**src/rtl/tmr16_pkg.sv**
```systemverilog
package tmr16_pkg;

    localparam int BYTE_W = 8;

    typedef enum logic [1:0] {
        MODE_OFF   = 2'b00,
        MODE_EVENT = 2'b01,
        MODE_TIMER = 2'b10,
        MODE_RSVD  = 2'b11
    } tmr_mode_e;

    typedef enum logic [1:0] {
        REG_CNT_LO = 2'd0,
        REG_CNT_HI = 2'd1,
        REG_CTRL   = 2'd2,
        REG_NONE   = 2'd3
    } tmr_reg_e;

    typedef struct packed {
        tmr_mode_e mode;
        logic      run;
    } tmr_ctrl_t;

    // control byte layout: mode [7:6], run [4], flag [0]
    function automatic logic [BYTE_W-1:0] ctrl_to_byte(tmr_ctrl_t c, logic flag);
        return {c.mode, 1'b0, c.run, 3'b000, flag};
    endfunction

    function automatic tmr_ctrl_t byte_to_ctrl(logic [BYTE_W-1:0] b);
        tmr_ctrl_t c;
        c.mode = tmr_mode_e'(b[7:6]);
        c.run  = b[4];
        return c;
    endfunction

endpackage

```
**src/rtl/tmr16_prescale.sv**
```systemverilog
module tmr16_prescale #(
    parameter int DIV = 4
) (
    input  logic clk,
    input  logic rst,
    input  logic enable,
    output logic tick
);
    generate
        if (DIV <= 1) begin : g_bypass
            assign tick = enable;
        end else begin : g_div
            localparam int PW = $clog2(DIV);
            localparam logic [PW-1:0] LAST = PW'(DIV - 1);
            logic [PW-1:0] phase;

            always_ff @(posedge clk) begin
                if (rst || !enable) begin
                    phase <= '0;
                end else if (phase == LAST) begin
                    phase <= '0;
                end else begin
                    phase <= phase + 1'b1;
                end
            end

            assign tick = enable && (phase == LAST);
        end
    endgenerate
endmodule

```
**src/rtl/tmr16_evsync.sv**
```systemverilog
module tmr16_evsync #(
    parameter int STAGES = 2
) (
    input  logic clk,
    input  logic rst,
    input  logic raw_in,
    output logic rise
);
    logic [STAGES-1:0] chain;
    logic              last;

    always_ff @(posedge clk) begin
        if (rst) begin
            chain <= '0;
            last  <= 1'b0;
        end else begin
            chain <= {chain[STAGES-2:0], raw_in};
            last  <= chain[STAGES-1];
        end
    end

    assign rise = chain[STAGES-1] & ~last;
endmodule

```
**src/rtl/tmr16_core.sv**
```systemverilog
module tmr16_core #(
    parameter int W = 16
) (
    input  logic         clk,
    input  logic         rst,
    input  logic         step,
    input  logic         load_en,
    input  logic [W-1:0] load_val,
    input  logic [W-1:0] preload,
    output logic [W-1:0] count,
    output logic         wrap
);
    localparam logic [W-1:0] TOP = {W{1'b1}};

    assign wrap = step && (count == TOP);

    always_ff @(posedge clk) begin
        if (rst) begin
            count <= '0;
        end else if (load_en) begin
            count <= load_val;
        end else if (wrap) begin
            count <= preload;
        end else if (step) begin
            count <= count + 1'b1;
        end
    end
endmodule

```
**src/rtl/tmr16_regs.sv**
```systemverilog
module tmr16_regs
    import tmr16_pkg::*;
#(
    parameter int W = 16
) (
    input  logic              clk,
    input  logic              rst,
    input  logic              lo_wr,
    input  logic              hi_wr,
    input  logic              ctrl_wr,
    input  logic              lo_rd,
    input  tmr_reg_e          rsel,
    input  logic [BYTE_W-1:0] wdata,
    input  logic [W-1:0]      count,
    input  logic              wrap,
    input  logic              irq_ack,
    output logic [BYTE_W-1:0] rdata,
    output tmr_ctrl_t         ctrl,
    output logic [W-1:0]      preload,
    output logic              load_en,
    output logic [W-1:0]      load_val,
    output logic              flag
);
    localparam int HI_W = W - BYTE_W;

    logic [BYTE_W-1:0] lo_hold;
    logic [HI_W-1:0]   hi_snap;
    logic              unused_ctrl_bits;

    assign unused_ctrl_bits = ^{wdata[5], wdata[3:1]};
    assign load_val = {wdata[HI_W-1:0], lo_hold};
    assign load_en  = hi_wr && !ctrl.run;

    always_ff @(posedge clk) begin
        if (rst) begin
            lo_hold <= '0;
            hi_snap <= '0;
            preload <= '0;
            ctrl    <= '{mode: MODE_OFF, run: 1'b0};
            flag    <= 1'b0;
        end else begin
            if (lo_wr) lo_hold <= wdata;
            if (hi_wr) preload <= load_val;
            if (lo_rd) hi_snap <= count[W-1:BYTE_W];
            if (ctrl_wr) ctrl <= byte_to_ctrl(wdata);
            if (wrap) begin
                flag <= 1'b1;
            end else if (irq_ack || (ctrl_wr && !wdata[0])) begin
                flag <= 1'b0;
            end
        end
    end

    always_comb begin
        case (rsel)
            REG_CNT_LO: rdata = count[BYTE_W-1:0];
            REG_CNT_HI: rdata = BYTE_W'(hi_snap);
            REG_CTRL:   rdata = ctrl_to_byte(ctrl, flag);
            default:    rdata = '0;
        endcase
    end
endmodule

```
**src/rtl/reload_timer16.sv**
```systemverilog
module reload_timer16
    import tmr16_pkg::*;
#(
    parameter int CNT_W     = 16,
    parameter int CLK_DIV   = 4,
    parameter int SYNC_FFS  = 2
) (
    input  logic       clk,
    input  logic       rst,
    input  logic       bus_wr,
    input  logic       bus_rd,
    input  logic [1:0] bus_addr,
    input  logic [7:0] bus_wdata,
    output logic [7:0] bus_rdata,
    input  logic       evt_in,
    input  logic       irq_en,
    input  logic       irq_ack,
    output logic       irq_req
);
    tmr_reg_e         rsel;
    tmr_ctrl_t        ctrl;
    tmr_mode_e        mode_q;
    logic             run_on;
    logic             lo_wr, hi_wr, ctrl_wr, lo_rd;
    logic             ptick, erise, step, wrap, flag, load_en;
    logic [CNT_W-1:0] count, preload, load_val;

    assign rsel    = tmr_reg_e'(bus_addr);
    assign lo_wr   = bus_wr && (rsel == REG_CNT_LO);
    assign hi_wr   = bus_wr && (rsel == REG_CNT_HI);
    assign ctrl_wr = bus_wr && (rsel == REG_CTRL);
    assign lo_rd   = bus_rd && (rsel == REG_CNT_LO);
    assign run_on  = ctrl.run;
    assign mode_q  = ctrl.mode;

    tmr16_prescale #(.DIV(CLK_DIV)) u_pre (
        .clk(clk), .rst(rst),
        .enable(run_on && (mode_q == MODE_TIMER)),
        .tick(ptick)
    );

    tmr16_evsync #(.STAGES(SYNC_FFS)) u_sync (
        .clk(clk), .rst(rst), .raw_in(evt_in), .rise(erise)
    );

    assign step = run_on && (((mode_q == MODE_TIMER) && ptick) ||
                             ((mode_q == MODE_EVENT) && erise));

    tmr16_regs #(.W(CNT_W)) u_regs (
        .clk(clk), .rst(rst),
        .lo_wr(lo_wr), .hi_wr(hi_wr), .ctrl_wr(ctrl_wr), .lo_rd(lo_rd),
        .rsel(rsel), .wdata(bus_wdata), .count(count), .wrap(wrap),
        .irq_ack(irq_ack), .rdata(bus_rdata), .ctrl(ctrl),
        .preload(preload), .load_en(load_en), .load_val(load_val),
        .flag(flag)
    );

    tmr16_core #(.W(CNT_W)) u_core (
        .clk(clk), .rst(rst), .step(step), .load_en(load_en),
        .load_val(load_val), .preload(preload),
        .count(count), .wrap(wrap)
    );

    assign irq_req = flag & irq_en;
endmodule

```
**config.mk**
```make
export PLATFORM = sky130hd
export DESIGN_NAME = reload_timer16
export DESIGN_NICKNAME = d
export VERILOG_FILES = /design/src/rtl/tmr16_pkg.sv /design/src/rtl/tmr16_prescale.sv /design/src/rtl/tmr16_evsync.sv /design/src/rtl/tmr16_core.sv /design/src/rtl/tmr16_regs.sv /design/src/rtl/reload_timer16.sv
export SDC_FILE = /design/constraint.sdc
export NUM_CORES = 1
export LEC_CHECK = 0
export BUFFER_PORTS_ARGS = -buffer_cell sky130_fd_sc_hd__buf_2
export CAP_MARGIN = 20
export CORE_MARGIN = 1
export CORE_UTILIZATION = 58
export CTS_BUF_LIST = sky130_fd_sc_hd__clkbuf_8
export DETAILED_ROUTE_END_ITERATION = 6
export GPL_TIMING_DRIVEN = 0
export PLACE_DENSITY = 0.84
export SETUP_SLACK_MARGIN = 0.1
export SLEW_MARGIN = 20
export SYNTH_ARGS = -nofsm -noshare
export SYNTH_HDL_FRONTEND = slang
export SYNTH_HIERARCHICAL = 1
export SYNTH_SLANG_ARGS = --single-unit
```
**constraint.sdc**
```tcl
create_clock -name clk -period 2.5 [get_ports clk]
set_input_delay 0.125 -clock clk [delete_from_list [all_inputs] [get_ports clk]]
set_output_delay 0.125 -clock clk [all_outputs]
set_load 0.03 [all_outputs]
```
Word-level counts from Yosys, hierarchy flattened --
Cells that the tools add are included.
Storage, ports and cells: register bits 57, bits in latches 0, bits in writable memories 0, ROM bits 0, input port bits 17, output and inout bits 9, logic and storage cells 49, memories 0
Cells by class: $add $sub $neg 2, multiply operators 0, div/mod/pow operators 0, magnitude comparators 0, equal/unequal tests 6, shifts and indexed selects 0, muxes and demuxes 6, bitwise gates (word level) 3, reductions and logical operators 22
Operators by type and width (number):
- two-way mux 16 bit | 3
- case mux 8 bit (3 select lines) | 1
- adder 16 x 1 -> 16 bit, second input constant | 1
- equality test 16 bit, second input constant | 1
- logical AND 1 bit | 12
- equality test 2 bit, second input constant | 3
- equality test 2 x 1 -> 1 bit, second input constant | 2
- logical NOT 1 bit | 3
- logical OR 1 bit | 3
- nonzero test 3 bit | 1
- adder 2 x 1 -> 2 bit, second input constant | 1
- bitwise AND 1 bit | 2
- logical NOT 2 bit | 1
- two-way mux 1 bit | 2
- nonzero test 2 bit | 1
- OR reduction 2 bit | 1
- NOT 1 bit | 1

Depth between registers and ports, before layout --
Gate-level depths: netlist of run 1.
depth in word-level cells 9, gate-level depth with buffers 10, depth with buffers taken out 10

Hierarchy --
The synthesis of run 1 kept the hierarchy.
By module, submodules not included:
- tmr16_regs | times used 1, cells an instance 150, area each 1506.4 um2, sequential area each 720.7 um2
- tmr16_core | times used 1, cells an instance 161, area each 1285.0 um2, sequential area each 320.3 um2
- tmr16_evsync | times used 1, cells an instance 7, area each 87.6 um2, sequential area each 60.1 um2
- tmr16_prescale | times used 1, cells an instance 6, area each 86.3 um2, sequential area each 40.0 um2
- reload_timer16 | times used 1, cells an instance 10, area each 67.6 um2, sequential area each 0.0 um2

Least setup slack after synthesis of run 1 --
Ideal clock, no wire load.
kind reg2reg, start reg, netlist name u_regs/ctrl[0], end reg u_core.count[3], setup time 91 ps, data arrival time 2087 ps, path slack 322 ps, stages on the path, launching flop included 11, period minus slack after synthesis 2178 ps, cells stage by stage dfxtp_1 > nand2_1 > nor2_1 > and2_1 > nand4b_1 > nand2_1 > nand4_4 > or4_4 > buf_6 > mux2i_1 > a311oi_1
On the way: longest elaborated chain between the ends 8, elaborated cells between the ends (all ways) 11, classes of those cells 2 x mux; 9 x reduce/logical
Ends and longest elaborated chain:
- logical AND 1 bit (*) | RTL line reload_timer16.sv:38 | .enable(run_on && (mode_q == MODE_TIMER)),
- logical AND 1 bit (*) | RTL line tmr16_prescale.sv:27 | assign tick = enable && (phase == LAST);
- net ptick | RTL line reload_timer16.sv:25 | logic ptick, erise, step, wrap, flag, load_en;
- logical AND 1 bit (*) | RTL line reload_timer16.sv:46 | assign step = run_on && (((mode_q == MODE_TIMER) && ptick) ||
- logical OR 1 bit (*) | RTL line reload_timer16.sv:46
- logical AND 1 bit (*) | RTL line reload_timer16.sv:46
- net step | RTL line reload_timer16.sv:25
- logical AND 1 bit | RTL line tmr16_core.sv:15 | assign wrap = step && (count == TOP);
- two-way mux 16 bit | RTL line tmr16_core.sv:22 | end else if (wrap) begin
- two-way mux 16 bit | RTL line tmr16_core.sv:20 | end else if (load_en) begin
- end signal: assignment | RTL line tmr16_core.sv:21 | count <= load_val;
- end signal: assignment | RTL line tmr16_core.sv:23 | count <= preload;
- end signal: assignment | RTL line tmr16_core.sv:25 | count <= count + 1'b1;
- end: declaration | RTL line tmr16_core.sv:10 | output logic [W-1:0] count,
The timed path passes the listed nets; every way through them passes the cells marked *. A chain may end at the register's enable or synchronous reset.

Final worst setup path of run 1 --
start in bus_addr[1], end reg u_core.count[4]
On the way: longest elaborated chain between the ends 4, elaborated cells between the ends (all ways) 5, classes of those cells 1 x eq/ne; 1 x mux; 3 x reduce/logical
Ends and longest elaborated chain:
- start: declaration | RTL line reload_timer16.sv:12 | input logic [1:0] bus_addr,
- equality test 2 x 1 -> 1 bit (*) | RTL line reload_timer16.sv:30 | assign hi_wr = bus_wr && (rsel == REG_CNT_HI);
- logical AND 1 bit (*) | RTL line reload_timer16.sv:30
- net hi_wr | RTL line reload_timer16.sv:24 | logic lo_wr, hi_wr, ctrl_wr, lo_rd;
- logical AND 1 bit (*) | RTL line tmr16_regs.sv:32 | assign load_en = hi_wr && !ctrl.run;
- net load_en | RTL line reload_timer16.sv:25
- nonzero test 3 bit (no line) / two-way mux 16 bit (equally long branches)
Marks and branches as above.

==> reports/qor.yml, run 1 <==
outcome:
  status: "finished, final reports clean"
clocking:
  clock_latency_ns: 0.34
  cts_tree: "yes"
  cts_buffer_depth: 2
  cts-htree-levels: 3
  cts_inserted_buffers: 9
  cts-root-buf: "clkbuf_8"
  cts.sinks: 57
  clk_pin_slew_ns: 0.07
synth:
  netlist_instances: 334
  avgSynthCellArea_sq_um: 9.08
  synth_ff_type: "dfxtp_1"
  async_flop_share_pct: 0
  yosysSeqAreaShare_pct: 37.6
  synth_nets: 353
  synth_edf_count: 0
  synthAdderAreaFrac_pct: 0.825
  yosys_warnings: 6
  synth-xor-area-share_pct: 0.578
  synth_compound_area_share_pct: 12.1
  muxShareOfSynthArea_pct: 15.2
  synth_top_family_by_area: "simple AND/OR/NAND/NOR gates"
  synth_area_sq_mm: 0.00303
  ys_ff_latch: 57
  yosys.area_share.simple_pct: 24.9
  synth_cell_type_count: 55
grt:
  grt.overflow.total: 0
  track_usage_pct: 32.3
  grt_max_degree: 11
  grt_pass1_vias: 2565
  antenna_found_initial: 0
  grt_pass1_wl_um: 13000
sta:
  slew_headroom_pct: 61.6
  skew_ns: 0.0115
  setup_viol: 0
  fmax_ghz: 0.435
  fin_setup_tns_ns: 0
  worstMarginPinSlew_ns: 0.576
  hold_viol_final: 0
  timing.hold.ws_ns: 0.0410
  rsz0062_at_grt: "no"
  drv_slew: 0
  post-route-period-util_pct: 91.8
  fin_crit_ns: 2.30
min_path:
  min-delay-start: "rst"
  hold_path.class: "in2reg"
floorplanning:
  core_sq_mm: 0.00488
  die_height_um: 74.3
  start_util_pct: 62.2
  die_w_um: 74.3
  rows: 25
  die-area_sq_mm: 0.00552
  io_pins: 26
placed_design:
  portBuffers: 25
  dp_hpwl_um: 5530
  gp_congestion: 0.970
setup_path:
  timing.rr.end: "u_core/count[3]"
  endpoint_kind: "flip-flop"
  crit_path_start: "bus_addr[1]"
  timing.rr.start: "u_regs/ctrl[0]"
  worstRegToRegCells: 10
  critical_path_arrival_ns: 2.54
  crit_end: "u_core/count[4]"
  worstPathRequired_ns: 2.74
  critPathLaunchType: "primary input"
  r2r_slack_ns: 0.28
  critPathMaxFanout: 10
  critPathKind: "in2reg"
run:
  max_cap_viol_count: 0
power_and_ir_drop:
  p_leak_uw: 0.00139
  power.total_uw: 2050
  ir_drop_mv: 0.453
  cellPowerDensity_mw_per_mm2: 588
finish:
  final_nets: 391
  num_antenna_cells: 0
  drive_gt1_share_pct: 23.9
  areaGrowthSynthToFinish_pct: 15.0
  layout_common_cells: "55 x dfxtp_1, 47 x nor2_1, 46 x mux2i_1"
  mostFrequentLayoutCell: "dfxtp_1"
detailed_routing:
  dr.pass1.iters: 5
  drt-total-wl_um: 8120
  dr.first_iter.drc_count: 295
  wire_per_inst_um: 18.3
  via_per_inst: 6.32
  drcViolationCount: 0
  drtAntennaViolNets: 0
  vias: 2808
final cells by class:
cell class,count,area (sq um)
well taps,67,83.8
clock inverters,7,86.3
flip-flops and latches,57,1150
repair buffers,27,143
plain buffers,29,231
fillers,386,1390
clock buffers,9,124
multi-input cells,239,1640
inverters,9,33.8
sequential cells by signal, indices dropped and copies added, names as in the netlist:
register	flops
u_regs/lo_hold	8
u_regs/hi_snap	8
u_pre/g_div.phase	2
u_regs/flag	1
u_regs/ctrl	3
u_sync/chain	2
u_sync/last	1
u_regs/preload	16
u_core/count	16
cells by family (layout without fill, tap and decap cells):
logic type	Yosys count	after routing
adders and majority gates	2	2
muxes	46	46
xor gates and xnor gates	2	2
DFF	57	57
buffers and inverters	38	81
AOI/OAI and AO/OA	59	59
and+or+nand+nor	130	130
synth_stat cells, types with 2 or more instances:
| cell | count | area (sq um) |
|---|---|---|
| a21oi_1 | 17 | 85.1 |
| and4_1 | 2 | 17.5 |
| nand2_1 | 11 | 41.3 |
| inv_1 | 9 | 33.8 |
| and2_1 | 3 | 18.8 |
| buf_4 | 12 | 90.1 |
| o21ai_0 | 13 | 65.1 |
| and3b_1 | 2 | 17.5 |
| o211ai_1 | 2 | 15.0 |
| clkbuf_8 | 3 | 41.3 |
| or3b_2 | 2 | 17.5 |
| clkbuf_2 | 2 | 10.0 |
| dfxtp_1 | 57 | 1140 |
| nor2b_1 | 4 | 25.0 |
| nor2_1 | 49 | 184 |
| o22ai_1 | 8 | 50.1 |
| ha_1 | 2 | 25.0 |
| nand2b_1 | 3 | 18.8 |
| a31oi_1 | 5 | 31.3 |
| nor4_1 | 4 | 25.0 |
| buf_6 | 3 | 33.8 |
| nor3_1 | 8 | 40.0 |
| nor3b_1 | 3 | 22.5 |
| buf_2 | 5 | 25.0 |
| nand4_1 | 7 | 43.8 |
| nand4b_1 | 3 | 26.3 |
| mux2i_1 | 46 | 460 |
| nor2b_2 | 2 | 17.5 |
| o31ai_1 | 2 | 15.0 |
| nand4_4 | 2 | 42.5 |
| a211oi_1 | 4 | 30.0 |
| and4_2 | 2 | 20.0 |
| clkbuf_1 | 3 | 11.3 |
| nand3_1 | 4 | 20.0 |
| and3_1 | 10 | 62.6 |
power by group:
part	total, uW	switching, uW	leakage, uW	internal (uW)
logic	165	90.6	0.000814	74.5
registers	957	27.2	0.000463	929
clock network	927	376	0.000110	552
total	2050	493	0.00139	1560
metrics by stage:
step           util, %  instances  instance area, sq um  setup WS, ns
2_1_floorplan        -        334                  3030         0.322
3_5_place_dp      66.4        426                  3240        -0.137
5_1_grt           71.5        444                  3490         0.104
3_3_place_gp      66.4        426                  3240       -0.0784
6_report          71.5        444                  3490         0.204
4_1_cts           71.2        444                  3470         0.154
worst min-delay path by stage:
stage               slack, ns  depth (start not counted)               to
finish                   0.04                          2  u_sync/chain[1]
global route             0.04                          2  u_sync/chain[0]
CTS                      0.03                          2  u_sync/chain[1]
detailed placement       0.35                          2  u_sync/chain[0]
global placement         0.34                          2  u_sync/chain[0]
floorplan                0.20                          1  u_sync/chain[0]
what timing repair did:
item | CTS | global route
endpoints found under the hold margin | 1 | 0
pin swaps | 1 | 1
hold buffers | 1 | 0
cloned | 0 | 0
setup endpoints to repair | 5 | 12
gates resized for setup | 2 | 6
buffers inserted | 1 | 0
worst max-delay path, cell delays in order:
cell	delay [ns]
buf_2	0.13
and3b_1	0.23
buf_6	0.19
buf_12	0.16
nor2b_2	0.33
clkbuf_1	0.46
clkbuf_1	0.51
a21oi_1	0.14
o22ai_1	0.25
per-layer routing:
metal	vias up	global-route usage (%)	wire length, um	part of all wire [%]
met3	51	8.27	679	8.4
met5	-	0	0	0
li1	1290	-	-	-
met1	1291	41.8	3480	43
met2	176	50.1	3610	44
met4	0	16.1	352	4.3
Power figures use the tool's default switching activity.
==> run 2, diff against run 1 <==
--- a/config.mk
+++ b/config.mk
@@ -12,6 +12,7 @@
 export CTS_BUF_LIST = sky130_fd_sc_hd__clkbuf_8
 export DETAILED_ROUTE_END_ITERATION = 6
 export GPL_TIMING_DRIVEN = 0
+export MAX_ROUTING_LAYER = met4
 export PLACE_DENSITY = 0.84
 export SETUP_SLACK_MARGIN = 0.1
 export SLEW_MARGIN = 20
==> run 2 against run 1 <==
  * Clock power fell by 7.1%
  * Flip-flop and latch count did not move
  * Highest routed layer unchanged
  * Largest cell class unchanged
  * Fmax fell by 0.96%
  * Combinational power barely moved
  * Clock skew fell by 0.0032 ns
  * Final cell count fell by 0.23%
  * Hold slack improved by 0.0023 ns
  * Critical path type unchanged
==> reports/qor.yml, run 2 (same netlist as run 1, synthesis figures left out) <==
finish:
  largest_registers: "u_core/count x16, u_regs/preload x16"
  layout.cells.non_filler: 443
  areaGrowthSynthToFinish_pct: 14.3
  final_nets: 391
  mostFrequentLayoutCell: "dfxtp_1"
  layout_common_cells: "55 x dfxtp_1, 48 x nor2_1, 46 x mux2i_1"
  drive_gt1_share_pct: 23.1
  num_antenna_cells: 0
detailed_routing:
  drtAntennaViolNets: 0
  dr_wl_met2_um: 3530
  met3WireLength_um: 651
  wl_met1_um: 3670
  drcViolationCount: 0
  via_per_inst: 6.16
  dr.pass1.iters: 5
  highest_layer: "met4"
  drt-total-wl_um: 8070
  dr.first_iter.drc_count: 347
  wire_per_inst_um: 18.2
  vias: 2730
grt:
  grt_max_degree: 11
  grt.overflow.total: 0
  antenna_found_initial: 0
  grt_pass1_wl_um: 12700
  grt_pass1_vias: 2473
  track_usage_pct: 33.1
clocking:
  cts_tree: "yes"
  cts_buffer_depth: 2
  clk_pin_slew_ns: 0.06
  cts_inserted_buffers: 9
  cts-htree-levels: 3
  clock_latency_ns: 0.34
  cts-root-buf: "clkbuf_8"
  cts.sinks: 57
floorplanning:
  die-area_sq_mm: 0.00552
  io_pins: 26
  die_height_um: 74.3
  rows: 25
  core_sq_mm: 0.00488
  start_util_pct: 62.2
  die_w_um: 74.3
setup_path:
  worstRegToRegCells: 10
  timing.rr.end: "u_core/count[3]"
  critPathMaxFanout: 10
  critical_path_arrival_ns: 2.55
  critPathLaunchType: "primary input"
  endpoint_kind: "flip-flop"
  r2r_slack_ns: 0.21
  timing.rr.start: "u_regs/ctrl[2]"
  critPathKind: "in2reg"
  worstPathRequired_ns: 2.74
sta:
  skew_ns: 0.00831
  setup_viol: 0
  worstMarginPinSlew_ns: 0.590
  slew_headroom_pct: 60.7
  fmax_ghz: 0.431
  drv_slew: 0
  hold_viol_final: 0
  post-route-period-util_pct: 92.7
  rsz0062_at_grt: "no"
  fin_crit_ns: 2.32
min_path:
  hold_depth: 2
  hold_path.class: "in2reg"
  min_to: "u_sync/chain[1]"
  min-delay-start: "rst"
power_and_ir_drop:
  power.total_uw: 1980
  clockPowerShare_pct: 43.4
  power.switching_uw: 475
  swShare_pct: 24.0
  power.share.combinational_pct: 8.3
  power_frac_seq_pct: 48.3
  p_int_uw: 1510
  p_leak_uw: 0.00139
  cellPowerDensity_mw_per_mm2: 572
  ir_drop_mv: 0.564
placed_design:
  dp.cells: 426
  dp_hpwl_um: 5630
  portBuffers: 25
  gp_congestion: 0.986
run:
  max_cap_viol_count: 0
outcome:
  status: "finished, final reports clean"
[run 2: worst max-delay path by stage]
stage	slack, ns	cells past startpoint	start	end
3_5_place_dp	-0.19	9	bus_addr[1]	u_core/count[4]
6_report	0.18	9	bus_addr[1]	u_core/count[4]
4_1_cts	0.14	10	bus_addr[1]	u_core/count[6]
5_1_grt	0.11	10	u_regs/ctrl[2]	u_core/count[3]
3_3_place_gp	-0.10	9	bus_addr[1]	u_core/count[4]
2_1_floorplan	0.32	10	u_regs/ctrl[0]	u_core/count[3]
[run 2: per-layer routing]
metal / vias up / GRT usage (%)
li1: 1284 / -
met4: 0 / 14.9
met2: 132 / 49.2
met5: - / -
met3: 20 / 5.83
met1: 1294 / 43.9
[run 2: cell type report]
class | instances | area [sq um]
Sequential cell | 57 | 1150
Fill cell | 393 | 1410
Inverter | 9 | 33.8
Clock inverter | 4 | 43.8
Timing Repair Buffer | 27 | 143
Multi-Input combinational cell | 239 | 1630
Clock buffer | 11 | 151
Tap cell | 67 | 83.8
Buffer | 29 | 233
[run 2: timing repair]
action,4_1_cts,5_1_grt
hold endpoints to repair,1,0
hold buffers,1,0
buffers inserted,1,0
pin swaps,1,0
gates resized for setup,2,5
endpoints found under the setup margin,6,12
[run 2: critical path: stages]
cell and delay [ns]:
buf_2 0.13, and3b_1 0.23, buf_6 0.19, buf_12 0.17, nor2b_1 0.45, clkbuf_1 0.51
clkbuf_2 0.38, a21oi_1 0.12, o22ai_1 0.24
[run 2: per-stage QoR]
step	setup WS [ns]	utilization, %	cell area (sq um)	hold slack, ns	TNS (ns)
final	0.182	71.0	3470	0.0433	0
after global placement	-0.104	66.4	3240	0.337	-0.317
after detailed placement	-0.192	66.4	3240	0.343	-1.09
after floorplan	0.322	-	3030	0.197	0
after CTS	0.137	70.9	3460	0.0350	0
after global routing	0.108	71.0	3470	0.0388	0
[run 2: power groups by stage]
stage	clock (uW)	combinational (uW)	sequential, uW
global placement	0	156	975
global route	909	177	959
detailed placement	0	159	976
finish	861	164	956
floorplan	0	112	967
CTS	866	161	956
==> run 3, diff against run 2 <==
--- a/config.mk
+++ b/config.mk
@@ -13,7 +13,7 @@
 export DETAILED_ROUTE_END_ITERATION = 6
 export GPL_TIMING_DRIVEN = 0
 export MAX_ROUTING_LAYER = met4
-export PLACE_DENSITY = 0.84
+export PLACE_DENSITY = 0.78
 export SETUP_SLACK_MARGIN = 0.1
 export SLEW_MARGIN = 20
 export SYNTH_ARGS = -nofsm -noshare
==> run 3 against run 2 <==
  * Wire length decreased by 3.8%
  * Combinational power about the same
  * First-iteration DRC count decreased by 12%
  * Critical endpoint is now u_core/count[3]
==> reports/qor.yml, run 3 (same netlist as run 1, synthesis figures left out) <==
clocking:
  cts.sinks: 57
  cts_tree: "yes"
  clk_pin_slew_ns: 0.07
  cts_inserted_buffers: 9
  cts-htree-levels: 3
  cts-root-buf: "clkbuf_8"
  clock_latency_ns: 0.34
  cts_buffer_depth: 2
sta:
  setup_viol: 0
  fin_setup_tns_ns: 0
  slew_headroom_pct: 60.4
  hold_viol_final: 0
  fmax_ghz: 0.437
  skew_ns: 0.00838
  worstMarginPinSlew_ns: 0.594
  post-route-period-util_pct: 91.5
  fin_crit_ns: 2.29
  rsz0062_at_grt: "yes"
  drv_slew: 0
placed_design:
  dp_hpwl_um: 5520
  dp.cells: 426
  portBuffers: 25
  gp_congestion: 0.980
  placed_area_sq_mm: 0.00324
setup_path:
  endpoint_kind: "flip-flop"
  critPathKind: "reg2reg"
  critPathMaxFanout: 8
  critPathLaunchType: "flip-flop"
  critical_path_arrival_ns: 2.54
  worstPathRequired_ns: 2.76
detailed_routing:
  dr.first_iter.drc_count: 306
  via_per_inst: 5.96
  drt-total-wl_um: 7760
  drcViolationCount: 0
  wire_per_inst_um: 17.5
  drtAntennaViolNets: 0
  vias: 2648
  dr.pass1.iters: 5
finish:
  areaGrowthSynthToFinish_pct: 14.2
  layout.cells.non_filler: 444
  layout_common_cells: "55 x dfxtp_1, 47 x nor2_1, 46 x mux2i_1"
  drive_gt1_share_pct: 23.9
  largest_registers: "u_core/count x16, u_regs/preload x16"
  final_nets: 391
  num_antenna_cells: 0
  mostFrequentLayoutCell: "dfxtp_1"
  finalInstanceArea_sq_mm: 0.00346
  post-route-util_pct: 70.9
  fill_cells: 414
floorplanning:
  io_pins: 26
  die_height_um: 74.3
  start_util_pct: 62.2
  rows: 25
  core_sq_mm: 0.00488
  die_w_um: 74.3
  die-area_sq_mm: 0.00552
grt:
  met3_usage_pct: 8.40
  track_usage_pct: 30.6
  grt_max_degree: 11
  grt.overflow.total: 0
  grt_pass1_vias: 2327
  grt_pass1_wl_um: 11800
  use_met2_pct: 47.1
  met1_usage_pct: 40.6
  busiest_layer: "met2"
  antenna_found_initial: 0
power_and_ir_drop:
  ir_drop_mv: 0.448
  cellPowerDensity_mw_per_mm2: 545
  p_leak_uw: 0.00138
min_path:
  hold_path.class: "in2reg"
run:
  max_cap_viol_count: 0
outcome:
  status: "finished, final reports clean"
## run 3: metrics by stage
stage	setup slack, ns	total power (uW)	hold slack, ns
5_1_grt	0.0685	1950	0.0425
4_1_cts	0.119	1900	0.0339
6_report	0.214	1890	0.0442
2_1_floorplan	0.322	1080	0.197
3_5_place_dp	-0.0764	1130	0.344
3_3_place_gp	-0.0814	1130	0.339
## run 3: cell type report
cell class / count / area (sq um) / share of cell area (%)
inverter: 9 / 33.8 / 0.976
buffer: 29 / 233 / 6.72
clock buffer: 11 / 151 / 4.37
tap: 67 / 83.8 / 2.42
timing repair buffer: 27 / 143 / 4.12
multi-input combinational: 239 / 1640 / 47.3
sequential: 57 / 1150 / 33.2
clock inverter: 5 / 30.0 / 0.867
## run 3: report_power, final
| group | internal, uW | switching, uW |
|---|---|---|
| registers | 929 | 26.6 |
| clock network | 407 | 362 |
| logic | 74.4 | 87.7 |
| total | 1410 | 477 |
## run 3: final timing paths
kind	depth (start not counted)	slack, ns	to	start
min	2	0.04	u_sync/chain[1]	rst
max	9	0.21	u_core/count[3]	u_pre/g_div.phase[0]
max reg2reg	9	0.21	u_core/count[3]	u_pre/g_div.phase[0]
min reg2reg	1	0.45	u_sync/chain[1]	u_sync/chain[0]
## run 3: what timing repair did
action	CTS	global route
endpoints found under the hold margin	1	0
hold buffers	1	0
setup buffers	0	1
pin swaps	0	1
gates resized for setup	2	8
endpoints found under the setup margin	7	12
## run 3: layer usage
layer | vias up | part of all wire, %
met2 | 114 | 45
met3 | 14 | 7.8
met4 | 0 | 0.99
li1 | 1287 | -
met5 | - | 0
met1 | 1233 | 46
## run 3: critical path, stage by stage (launching register included)
cell and delay, ns:
dfxtp_1 0.36, ha_1 0.21, and2_1 0.14, nand4b_1 0.15
nand2_4 0.14, nand4_4 0.14, or4_4 0.54, buf_6 0.16
mux2i_1 0.12, a311oi_1 0.24
